--- config.mk ---
export PLATFORM = sky130hd
export DESIGN_NAME = dec_accum_top
export DESIGN_NICKNAME = d
export VERILOG_FILES = /design/src/rtl/dec_accum_pkg.sv /design/src/rtl/dec_strobe_edge.sv /design/src/rtl/dec_regfile.sv /design/src/rtl/dec_accum_core.sv /design/src/rtl/dec_accum_top.sv
export SDC_FILE = /design/constraint.sdc
export NUM_CORES = 1
export LEC_CHECK = 0
export BUFFER_PORTS_ARGS = -buffer_cell sky130_fd_sc_hd__buf_2
export CAP_MARGIN = 15
export CORE_MARGIN = 3
export CORE_UTILIZATION = 35
export CTS_CLUSTER_SIZE = 10
export DETAILED_ROUTE_END_ITERATION = 10
export SLEW_MARGIN = 20
export SYNTH_ARGS = -nofsm -noshare
export SYNTH_HDL_FRONTEND = slang
export SYNTH_HIERARCHICAL = 1
export SYNTH_SLANG_ARGS = --single-unit
--- constraint.sdc ---
create_clock -name clk -period 5.52 [get_ports clk]
set_input_delay 1.104 -clock clk [delete_from_list [all_inputs] [get_ports clk]]
set_output_delay 1.104 -clock clk [all_outputs]
set_load 0.01 [all_outputs]
--- src/rtl/dec_accum_pkg.sv ---
package dec_accum_pkg;
  localparam int ADDR_W = 2;

  typedef enum logic [ADDR_W-1:0] {
    ADDR_DHI  = 2'd0,
    ADDR_DLO  = 2'd1,
    ADDR_CTRL = 2'd2,
    ADDR_NONE = 2'd3
  } reg_addr_e;
endpackage

--- src/rtl/dec_strobe_edge.sv ---
module dec_strobe_edge #(
  parameter int N_STROBE = 2
) (
  input  logic                clk,
  input  logic                rst,
  input  logic [N_STROBE-1:0] strobe_in,
  output logic [N_STROBE-1:0] rise
);
  logic [N_STROBE-1:0] prev_q;

  for (genvar i = 0; i < N_STROBE; i++) begin : g_edge
    always_ff @(posedge clk) begin
      if (rst) prev_q[i] <= 1'b0;
      else     prev_q[i] <= strobe_in[i];
    end
    assign rise[i] = strobe_in[i] & ~prev_q[i];

    // a strobe cannot show a rising edge in two consecutive clocks
    a_r6_single_rise: assert property (@(posedge clk) disable iff (rst)
      rise[i] |=> !rise[i]);
  end
endmodule

--- src/rtl/dec_regfile.sv ---
module dec_regfile
  import dec_accum_pkg::*;
#(
  parameter int DATA_W = 8,
  parameter int CTRL_W = 8,
  parameter int RES_W  = 16
) (
  input  logic              clk,
  input  logic              rst,
  input  logic [ADDR_W-1:0] bus_addr,
  input  logic              bus_wr,
  input  logic [DATA_W-1:0] bus_wdata,
  input  logic [RES_W-1:0]  result,
  output logic [CTRL_W-1:0] ctrl,
  output logic              clr_result,
  output logic [DATA_W-1:0] bus_rdata
);
  logic [DATA_W-1:0] rdata_d;

  assign clr_result = bus_wr && (bus_addr == ADDR_DHI);

  always_ff @(posedge clk) begin
    if (rst) ctrl <= '0;
    else if (bus_wr && bus_addr == ADDR_CTRL) ctrl <= bus_wdata[CTRL_W-1:0];
  end

  always_comb begin
    rdata_d = '0;
    case (bus_addr)
      ADDR_DHI:  rdata_d = result[RES_W-1 -: DATA_W];
      ADDR_DLO:  rdata_d = result[DATA_W-1:0];
      ADDR_CTRL: rdata_d[CTRL_W-1:0] = ctrl;
      default:   rdata_d = '0;
    endcase
  end

  always_ff @(posedge clk) begin
    if (rst) bus_rdata <= '0;
    else     bus_rdata <= rdata_d;
  end

  // a control write is visible in the register on the next clock
  a_r2_ctrl_load: assert property (@(posedge clk) disable iff (rst)
    (bus_wr && bus_addr == ADDR_CTRL) |=> ctrl == $past(bus_wdata[CTRL_W-1:0]));
  // writes to other addresses leave the control register alone
  a_r9_ctrl_keep: assert property (@(posedge clk) disable iff (rst)
    !(bus_wr && bus_addr == ADDR_CTRL) |=> $stable(ctrl));
  // the unused address always reads zero
  a_r9_hole_zero: assert property (@(posedge clk) disable iff (rst)
    (bus_addr == ADDR_NONE) |=> bus_rdata == '0);
endmodule

--- src/rtl/dec_accum_core.sv ---
module dec_accum_core #(
  parameter int N_COL = 4,
  parameter int ACC_W = 16,
  parameter int CTRL_W = 8
) (
  input  logic              clk,
  input  logic              rst,
  input  logic [N_COL-1:0]  cmp_bits,
  input  logic [1:0]        strobe_lvl,
  input  logic [1:0]        strobe_rise,
  input  logic [CTRL_W-1:0] ctrl,
  input  logic              clr_result,
  output logic [ACC_W-1:0]  result
);
  localparam int SEL_W = $clog2(N_COL);
  localparam logic [ACC_W-1:0] ACC_MAX = {ACC_W{1'b1}};

  logic             latch_src, gate_src;
  logic [SEL_W-1:0] cmp_sel;
  logic [N_COL-1:0] gate_en;
  logic             cmp_bit, gate_lvl, gated, cnt_en, latch_rise;
  logic [ACC_W-1:0] acc_q;

  assign latch_src = ctrl[0];
  assign cmp_sel   = ctrl[SEL_W:1];
  assign gate_src  = ctrl[SEL_W+1];
  assign gate_en   = ctrl[CTRL_W-1 -: N_COL];

  assign cmp_bit    = cmp_bits[cmp_sel];
  assign gate_lvl   = gate_src ? strobe_lvl[1] : strobe_lvl[0];
  assign gated      = gate_en[cmp_sel] & ~gate_lvl;
  assign cnt_en     = cmp_bit & ~gated;
  assign latch_rise = latch_src ? strobe_rise[1] : strobe_rise[0];

  always_ff @(posedge clk) begin
    if (rst) begin
      acc_q <= '0;
    end else if (latch_rise) begin
      acc_q <= '0;
    end else if (cnt_en && acc_q != ACC_MAX) begin
      acc_q <= acc_q + 1'b1;
    end
  end

  always_ff @(posedge clk) begin
    if (rst)             result <= '0;
    else if (clr_result) result <= '0;
    else if (latch_rise) result <= acc_q;
  end

  // an enabled count below the top advances by one
  a_r4_step: assert property (@(posedge clk) disable iff (rst)
    (cnt_en && !latch_rise && acc_q != ACC_MAX) |=> acc_q == $past(acc_q) + 1'b1);
  // without a count enable the accumulator holds
  a_r5_hold: assert property (@(posedge clk) disable iff (rst)
    (!cnt_en && !latch_rise) |=> $stable(acc_q));
  // a full accumulator stays full until a latch
  a_r7_no_wrap: assert property (@(posedge clk) disable iff (rst)
    (acc_q == ACC_MAX && !latch_rise) |=> acc_q == ACC_MAX);
  // a latch edge restarts the accumulator and captures it
  a_r6_restart: assert property (@(posedge clk) disable iff (rst)
    latch_rise |=> acc_q == '0);
  a_r6_capture: assert property (@(posedge clk) disable iff (rst)
    (latch_rise && !clr_result) |=> result == $past(acc_q));
  // a clear write empties the result, even against a latch edge
  a_r8_clear: assert property (@(posedge clk) disable iff (rst)
    clr_result |=> result == '0);
  // with no latch and no clear the result is steady
  a_r6_result_keep: assert property (@(posedge clk) disable iff (rst)
    (!latch_rise && !clr_result) |=> $stable(result));
endmodule

--- src/rtl/dec_accum_top.sv ---
module dec_accum_top
  import dec_accum_pkg::*;
#(
  parameter int N_COL  = 4,
  parameter int DATA_W = 8
) (
  input  logic              clk,
  input  logic              rst,
  input  logic [N_COL-1:0]  cmp_bits,
  input  logic              strobe_a,
  input  logic              strobe_b,
  input  logic [ADDR_W-1:0] bus_addr,
  input  logic              bus_wr,
  input  logic [DATA_W-1:0] bus_wdata,
  output logic [DATA_W-1:0] bus_rdata
);
  localparam int ACC_W  = 2 * DATA_W;
  localparam int SEL_W  = $clog2(N_COL);
  localparam int CTRL_W = N_COL + SEL_W + 2;

  logic [1:0]        strobes, rises;
  logic [CTRL_W-1:0] ctrl;
  logic              clr_result;
  logic [ACC_W-1:0]  result;

  assign strobes = {strobe_b, strobe_a};

  dec_strobe_edge #(.N_STROBE(2)) i_edge (
    .clk(clk), .rst(rst), .strobe_in(strobes), .rise(rises)
  );

  dec_regfile #(.DATA_W(DATA_W), .CTRL_W(CTRL_W), .RES_W(ACC_W)) i_regs (
    .clk(clk), .rst(rst), .bus_addr(bus_addr), .bus_wr(bus_wr),
    .bus_wdata(bus_wdata), .result(result), .ctrl(ctrl),
    .clr_result(clr_result), .bus_rdata(bus_rdata)
  );

  dec_accum_core #(.N_COL(N_COL), .ACC_W(ACC_W), .CTRL_W(CTRL_W)) i_core (
    .clk(clk), .rst(rst), .cmp_bits(cmp_bits), .strobe_lvl(strobes),
    .strobe_rise(rises), .ctrl(ctrl), .clr_result(clr_result), .result(result)
  );
endmodule

==> flow_summary.yaml, run 1 <==
sta:
  slew-limit-headroom: 0.630
  max_slew.worst_pin.slew_ps: 555
  finalHoldViolCount: 0
  timing_max_transition_violations_final: 0
  timing.final.crit_period_ps: 2490
  layout_worst_path_cycle_share: 0.451
  setup_viol: 0
  timing.fmax_mhz: 401
  layout_setup_ws_ps: 3030
  rsz_0062_raised_after_global_routing: "false"
  clock_skew_ps: 9.92
  fin_tns_setup_ps: 0
finish:
  final_nets: 295
  final_layout_size_suffix_gt1_frac: 0.152
  diodes: 0
  finalInstanceArea_um2: 2460
  area.growth.synth_to_final_pct: 10.8
  layout_commonest_cell: "sky130_fd_sc_hd__nand2_1"
  most_frequent_cells_in_the_layout: "sky130_fd_sc_hd__nand2_1, sky130_fd_sc_hd__dfxtp_1, sky130_fd_sc_hd__a21oi_1"
die:
  die_area_um2: 7340
  io-pin-count: 27
  placeableCoreArea_um2: 6030
  initial_core_utilization: 0.369
  rows: 28
  die_width_um: 85.7
  die-height_um: 85.7
clocking:
  cts_sink_count: 50
  hold_buffers: 0
  cts_inserted_buffers: 5
  post-cts-setup-buffers: 0
  cts.repair.resized: 0
  clock_insertion_delay_worst_skew_ps: 300
  htreeDepth: 2
  cts_tree: "yes"
  clock-root-buffer: "sky130_fd_sc_hd__clkbuf_8"
  clk_pin_slew_worst_paths_ps: 90
  cts_buffer_depth: 2
worst_setup_path:
  critical_path.cell_chain: "buf_2 > nor2b_2 > mux2i_1 > buf_4 > nand2b_1 > or4_1 > nand2_1"
  timing.critical_path.fanout_max: 17
  reg2reg_setup_slack_ps: 3270
  rr_endpoint: "i_core/acc_q[15]"
  critical_path_s_slowest_cell: "sky130_fd_sc_hd__or4_1"
  setup.worst_path.start_class: "input port"
  worstPathArrival_ps: 2730
  crit_type: "in2reg"
  endpoint_type_of_the_worst_setup_path: "flop"
  crit_required_ps: 5760
  register_to_register_path_depth: 5
  crit_path_max_incr_delay_ps: 610
  regToRegStartpoint: "i_regs/ctrl[1]"
power_and_ir_drop:
  p_clk_frac: 0.330
  p_leak_uw: 0.000873
  report.power.total_uw: 632
  p_switching_uw: 155
  power_switching_share: 0.246
  pwr_density_cell_nw_per_um2: 257
  max-vdd-ir-drop_uv: 102
  register_share_of_total_power: 0.588
  internal_power_uw: 477
  power.combinational.fraction: 0.082
place:
  gp_congestion: 0.760
  placement.cell_area_um2: 2380
  numPortBuffers: 26
  dp_hpwl_um: 3330
  dp_slack_ps: 2760
route:
  wl_per_cell_um: 13.0
  route.detailed.vias_per_inst: 5.11
  drt.antenna.violating_nets: 0
  drt-initial-drc-count: 83
  routed_vias: 1793
  number_of_iterations_in_the_first_detailed_routing_pass: 4
  routed_wirelength_um: 4570
  drt_drc_violations_left: 0
grt:
  grtUsageTotal: 0.126
  grt_pass1_vias: 1573
  globalRoute.totalOverflow: 0
  wire_length_of_the_first_global_routing_pass_um: 7390
  grt_antenna_before_repair: 0
  grt_max_degree: 28
job:
  timing.max_cap.violations: 0
logic_synthesis:
  synth.lib_cells_used.distinct: 40
  net_count_after_synthesis: 274
  sequential_element_share_of_the_synthesized_area: 0.450
  yosys_register_bits: 50
  netlist_area_um2: 2220
  syn_avg_cell_area_um2: 8.75
  syn-instance-count: 254
  synthesis_warnings: 6
status:
  outcome: "finished, final reports clean"
worst_hold_path:
  hold_depth: 2
  timing.hold.worst.class: "reg2reg"
  timing.hold.worst_endpoint: "i_core/result[8]"
  launch_point_of_the_worst_hold_path: "i_core/result[8]"
==> cells in the mapped netlist <==
cell	count	area, um^2
sky130_fd_sc_hd__or4_1	4	30.0
sky130_fd_sc_hd__and3b_1	1	8.76
sky130_fd_sc_hd__a211oi_1	16	120
sky130_fd_sc_hd__nand3b_1	1	7.51
sky130_fd_sc_hd__nand2b_1	9	56.3
sky130_fd_sc_hd__o21ai_2	1	8.76
sky130_fd_sc_hd__mux4_1	1	26.3
sky130_fd_sc_hd__mux2_2	1	11.3
sky130_fd_sc_hd__o2111ai_1	1	8.76
sky130_fd_sc_hd__and3_1	1	6.26
sky130_fd_sc_hd__buf_6	1	11.3
sky130_fd_sc_hd__o31ai_1	2	15.0
sky130_fd_sc_hd__nand4_1	2	12.5
sky130_fd_sc_hd__nor2b_2	2	17.5
sky130_fd_sc_hd__xor2_1	5	43.8
sky130_fd_sc_hd__and2b_1	7	52.6
sky130_fd_sc_hd__or3_1	5	31.3
sky130_fd_sc_hd__dfxtp_1	50	1000
sky130_fd_sc_hd__or2_2	1	6.26
sky130_fd_sc_hd__mux2i_1	4	40.0
sky130_fd_sc_hd__o211ai_1	5	37.5
sky130_fd_sc_hd__o21ai_0	4	20.0
sky130_fd_sc_hd__clkbuf_1	6	22.5
sky130_fd_sc_hd__buf_2	4	20.0
sky130_fd_sc_hd__nor2b_1	3	18.8
sky130_fd_sc_hd__nor2_1	9	33.8
sky130_fd_sc_hd__nor3_1	1	5.00
sky130_fd_sc_hd__and2_1	2	12.5
sky130_fd_sc_hd__and4_1	2	17.5
sky130_fd_sc_hd__buf_12	1	20.0
sky130_fd_sc_hd__nand3b_4	1	20.0
sky130_fd_sc_hd__nand2_1	57	214
sky130_fd_sc_hd__buf_1	1	3.75
sky130_fd_sc_hd__a21boi_4	1	18.8
sky130_fd_sc_hd__nand3_1	7	35.0
sky130_fd_sc_hd__ha_1	1	12.5
sky130_fd_sc_hd__o21a_1	2	15.0
sky130_fd_sc_hd__nor3b_1	1	7.51
sky130_fd_sc_hd__mux4_2	1	22.5
sky130_fd_sc_hd__a21oi_1	30	150
==> worst max-delay path by stage <==
stage | startpoint | to | slack, ps | cells past startpoint
floorplan | strobe_b | i_core/acc_q[3] | 3110 | 5
global placement | strobe_b | i_core/acc_q[3] | 2760 | 7
detailed placement | strobe_b | i_core/acc_q[4] | 2760 | 7
CTS | strobe_b | i_core/acc_q[4] | 3060 | 7
global route | strobe_b | i_core/acc_q[4] | 2970 | 7
finish | strobe_b | i_core/acc_q[4] | 3030 | 7
==> worst max-delay path: cells and delay by family <==
kind | cells | cell delay (ps)
buf+inv | 2 | 330
mux | 1 | 120
simple gates | 4 | 1170
==> flip-flops by register name, indices dropped and copies added (netlist names) <==
signal	flops
i_core/acc_q	16
i_core/result	16
i_regs/bus_rdata	8
i_regs/ctrl	8
i_edge/prev_q	2
==> layer usage <==
| metal | vias to the layer above | global-route usage | wire [um] |
|---|---|---|---|
| met5 | - | 0 | 0 |
| met4 | 0 | 0.0504 | 59 |
| met3 | 4 | 0.0307 | 208 |
| met2 | 35 | 0.202 | 2090 |
| met1 | 813 | 0.162 | 2220 |
| li1 | 941 | - | - |
==> final cells by class <==
cell class,instances,area [um^2]
fill,617,3560
multi-input combinational,191,1140
sequential,50,1000
timing repair buffer,27,138
tap,75,93.8
clock buffer,6,72.6
clock inverter,2,13.8
==> power groups by stage <==
stage                     combinational, uW  sequential [uW]  clock [uW]
after floorplan                        37.4              380           0
after global placement                 51.9              380           0
after detailed placement               52.2              380           0
after CTS                              52.4              372         217
after global routing                   58.0              372         231
final                                  52.0              371         209
==> cells by family (layout without fill, tap and decap cells) <==
kind of cell / after synthesis / after routing / share of synthesized area
and+or+nand+nor: 116 / 116 / 0.267
xor gates and xnor gates: 5 / 5 / 0.0197
DFF: 50 / 50 / 0.450
AOI/OAI and AO/OA: 62 / 62 / 0.177
muxes: 7 / 7 / 0.0450
buffers and inverters: 13 / 35 / 0.0349
adders and majority gates: 1 / 1 / 0.00563
==> stage by stage <==
stage	cells	hold WS [ps]	util
2_1_floorplan	254	427	-
3_3_place_gp	343	439	0.394
3_5_place_dp	343	443	0.394
4_1_cts	351	455	0.409
5_1_grt	351	470	0.409
6_report	351	453	0.409
Note: power is estimated with default switching activity, not from simulation.
==> inputs of run 2 (changes only) <==
clock period = 2.29 ns   (was 5.52 ns; I/O delays follow)
==> run 2 against run 1 <==
Against the previous run:
- die area is the same
- utilization grew 1.1 points
- register-to-register slack lost 3200 ps
- highest routed layer unchanged
- via count grew 0.33%
- largest cell class unchanged
==> flow_summary.yaml, run 2 (same netlist as run 1, synthesis figures left out) <==
die:
  initial_core_utilization: 0.369
  die-height_um: 85.7
  placeableCoreArea_um2: 6030
  rows: 28
  die_width_um: 85.7
  io-pin-count: 27
  die_area_um2: 7340
route:
  drt-initial-drc-count: 94
  route.detailed.vias_per_inst: 5.07
  drt.antenna.violating_nets: 0
  number_of_iterations_in_the_first_detailed_routing_pass: 4
  drt_drc_violations_left: 0
  routed_vias: 1799
  wl_per_cell_um: 13.5
  routed_wirelength_um: 4800
place:
  placed_cells_incl_taps: 347
  dp_hpwl_um: 3510
  placement.cell_area_um2: 2410
  gp_congestion: 0.798
  numPortBuffers: 26
sta:
  timing_max_transition_violations_final: 0
  layout_worst_path_cycle_share: 0.951
  timing.final.crit_period_ps: 2180
  slew-limit-headroom: 0.732
  finalHoldViolCount: 0
  setup_viol: 0
  max_slew.worst_pin.slew_ps: 402
  rsz_0062_raised_after_global_routing: "false"
  fin_worst_hold_slack_ps: 379
  timing.fmax_mhz: 459
  clock_skew_ps: 5.96
  fin_tns_setup_ps: 0
worst_hold_path:
  timing.hold.worst_endpoint: "i_regs/ctrl[2]"
  hold_depth: 3
  launch_point_of_the_worst_hold_path: "bus_wdata[2]"
  timing.hold.worst.class: "in2reg"
clocking:
  cts_tree: "yes"
  clock_insertion_delay_worst_skew_ps: 310
  cts_inserted_buffers: 5
  htreeDepth: 2
  clock-root-buffer: "sky130_fd_sc_hd__clkbuf_8"
  cts_sink_count: 50
  clk_pin_slew_worst_paths_ps: 100
  cts_buffer_depth: 2
worst_setup_path:
  register_to_register_path_depth: 5
  timing.critical_path.fanout_max: 16
  critical_path.cell_chain: "mux4_2 > a21boi_4 > o21ai_4 > or4_1 > a21oi_1"
  endpoint_type_of_the_worst_setup_path: "flop"
  crit_path_max_incr_delay_ps: 550
  critical_path_s_slowest_cell: "sky130_fd_sc_hd__mux4_2"
  timing.critical_path.max_delay_family: "compound AO/OA/AOI/OAI gates"
  crit_required_ps: 2530
  timing.critical_path.buf_inv: 0
  regToRegStartpoint: "i_regs/ctrl[1]"
  reg2reg_setup_slack_ps: 110
  crit_type: "reg2reg"
  worstPathArrival_ps: 2420
  rr_endpoint: "i_core/acc_q[13]"
  setup.worst_path.start_class: "flop"
status:
  outcome: "finished, final reports clean"
power_and_ir_drop:
  report.power.total_uw: 1680
  max-vdd-ir-drop_uv: 421
  p_leak_uw: 0.000906
  pwr_density_cell_nw_per_um2: 664
finish:
  fillCellCount: 639
  area.growth.synth_to_final_pct: 13.9
  reg.largest.list: "i_core/acc_q: 16 flops, i_core/result: 16 flops"
  stdcell_count: 355
  most_frequent_cells_in_the_layout: "sky130_fd_sc_hd__nand2_1, sky130_fd_sc_hd__dfxtp_1, sky130_fd_sc_hd__a21oi_1"
  diodes: 0
  final_nets: 299
  layout_commonest_cell: "sky130_fd_sc_hd__nand2_1"
  finalInstanceArea_um2: 2530
  final_layout_size_suffix_gt1_frac: 0.168
grt:
  wire_length_of_the_first_global_routing_pass_um: 8140
  grt_antenna_before_repair: 0
  globalRoute.totalOverflow: 0
  grt_pass1_vias: 1765
  grtUsageTotal: 0.138
  grt_max_degree: 28
job:
  timing.max_cap.violations: 0
[run 2: where the power goes]
group          internal (uW)  leakage (uW)  switching (uW)  total [uW]
combinational           54.1      0.000442            83.4         137
clock                    334     0.0000591             316         649
sequential               885      0.000405            8.99         894
total                   1270      0.000906             408        1680
[run 2: per-layer routing]
layer,vias to the layer above,part of all wire,track usage
li1,943,-,-
met1,812,0.48,0.182
met2,38,0.45,0.216
met3,6,0.047,0.0327
met4,0,0.017,0.0576
met5,-,0,0
[run 2: area by class of cell]
class,instances,area [um^2],share of cell area
Timing Repair Buffer,31,168,0.0663
Multi-Input combinational cell,191,1150,0.455
Clock buffer,5,68.8,0.0272
Clock inverter,3,47.5,0.0188
Sequential cell,50,1000,0.396
Tap cell,75,93.8,0.0371
[run 2: how the worst max path moves through the flow]
stage | from | depth (start not counted) | end | slack (ps)
2_1_floorplan | i_regs/ctrl[1] | 5 | i_core/acc_q[13] | 390
3_3_place_gp | i_regs/ctrl[1] | 5 | i_core/acc_q[15] | 150
3_5_place_dp | i_regs/ctrl[1] | 5 | i_core/acc_q[13] | 80
4_1_cts | i_regs/ctrl[1] | 5 | i_core/acc_q[13] | 50
5_1_grt | i_regs/ctrl[1] | 5 | i_core/acc_q[13] | 6
6_report | i_regs/ctrl[1] | 5 | i_core/acc_q[13] | 110
[run 2: repair_timing]
action,in CTS,in global routing
gates resized for setup,0,1
setup buffers,0,0
hold buffers,0,0
endpoints found under the setup margin,0,2
[run 2: tightest hold or removal path: stages]
cell                      delay [ps]
sky130_fd_sc_hd__buf_2            90
sky130_fd_sc_hd__nand2_1          40
sky130_fd_sc_hd__a21oi_1          50
[run 2: metrics by stage]
| step | util | worst slack [ps] |
|---|---|---|
| floorplan | - | 390 |
| global route | 0.420 | 6.43 |
| finish | 0.420 | 113 |
| detailed placement | 0.399 | 82.5 |
| CTS | 0.419 | 51.3 |
| global placement | 0.399 | 148 |
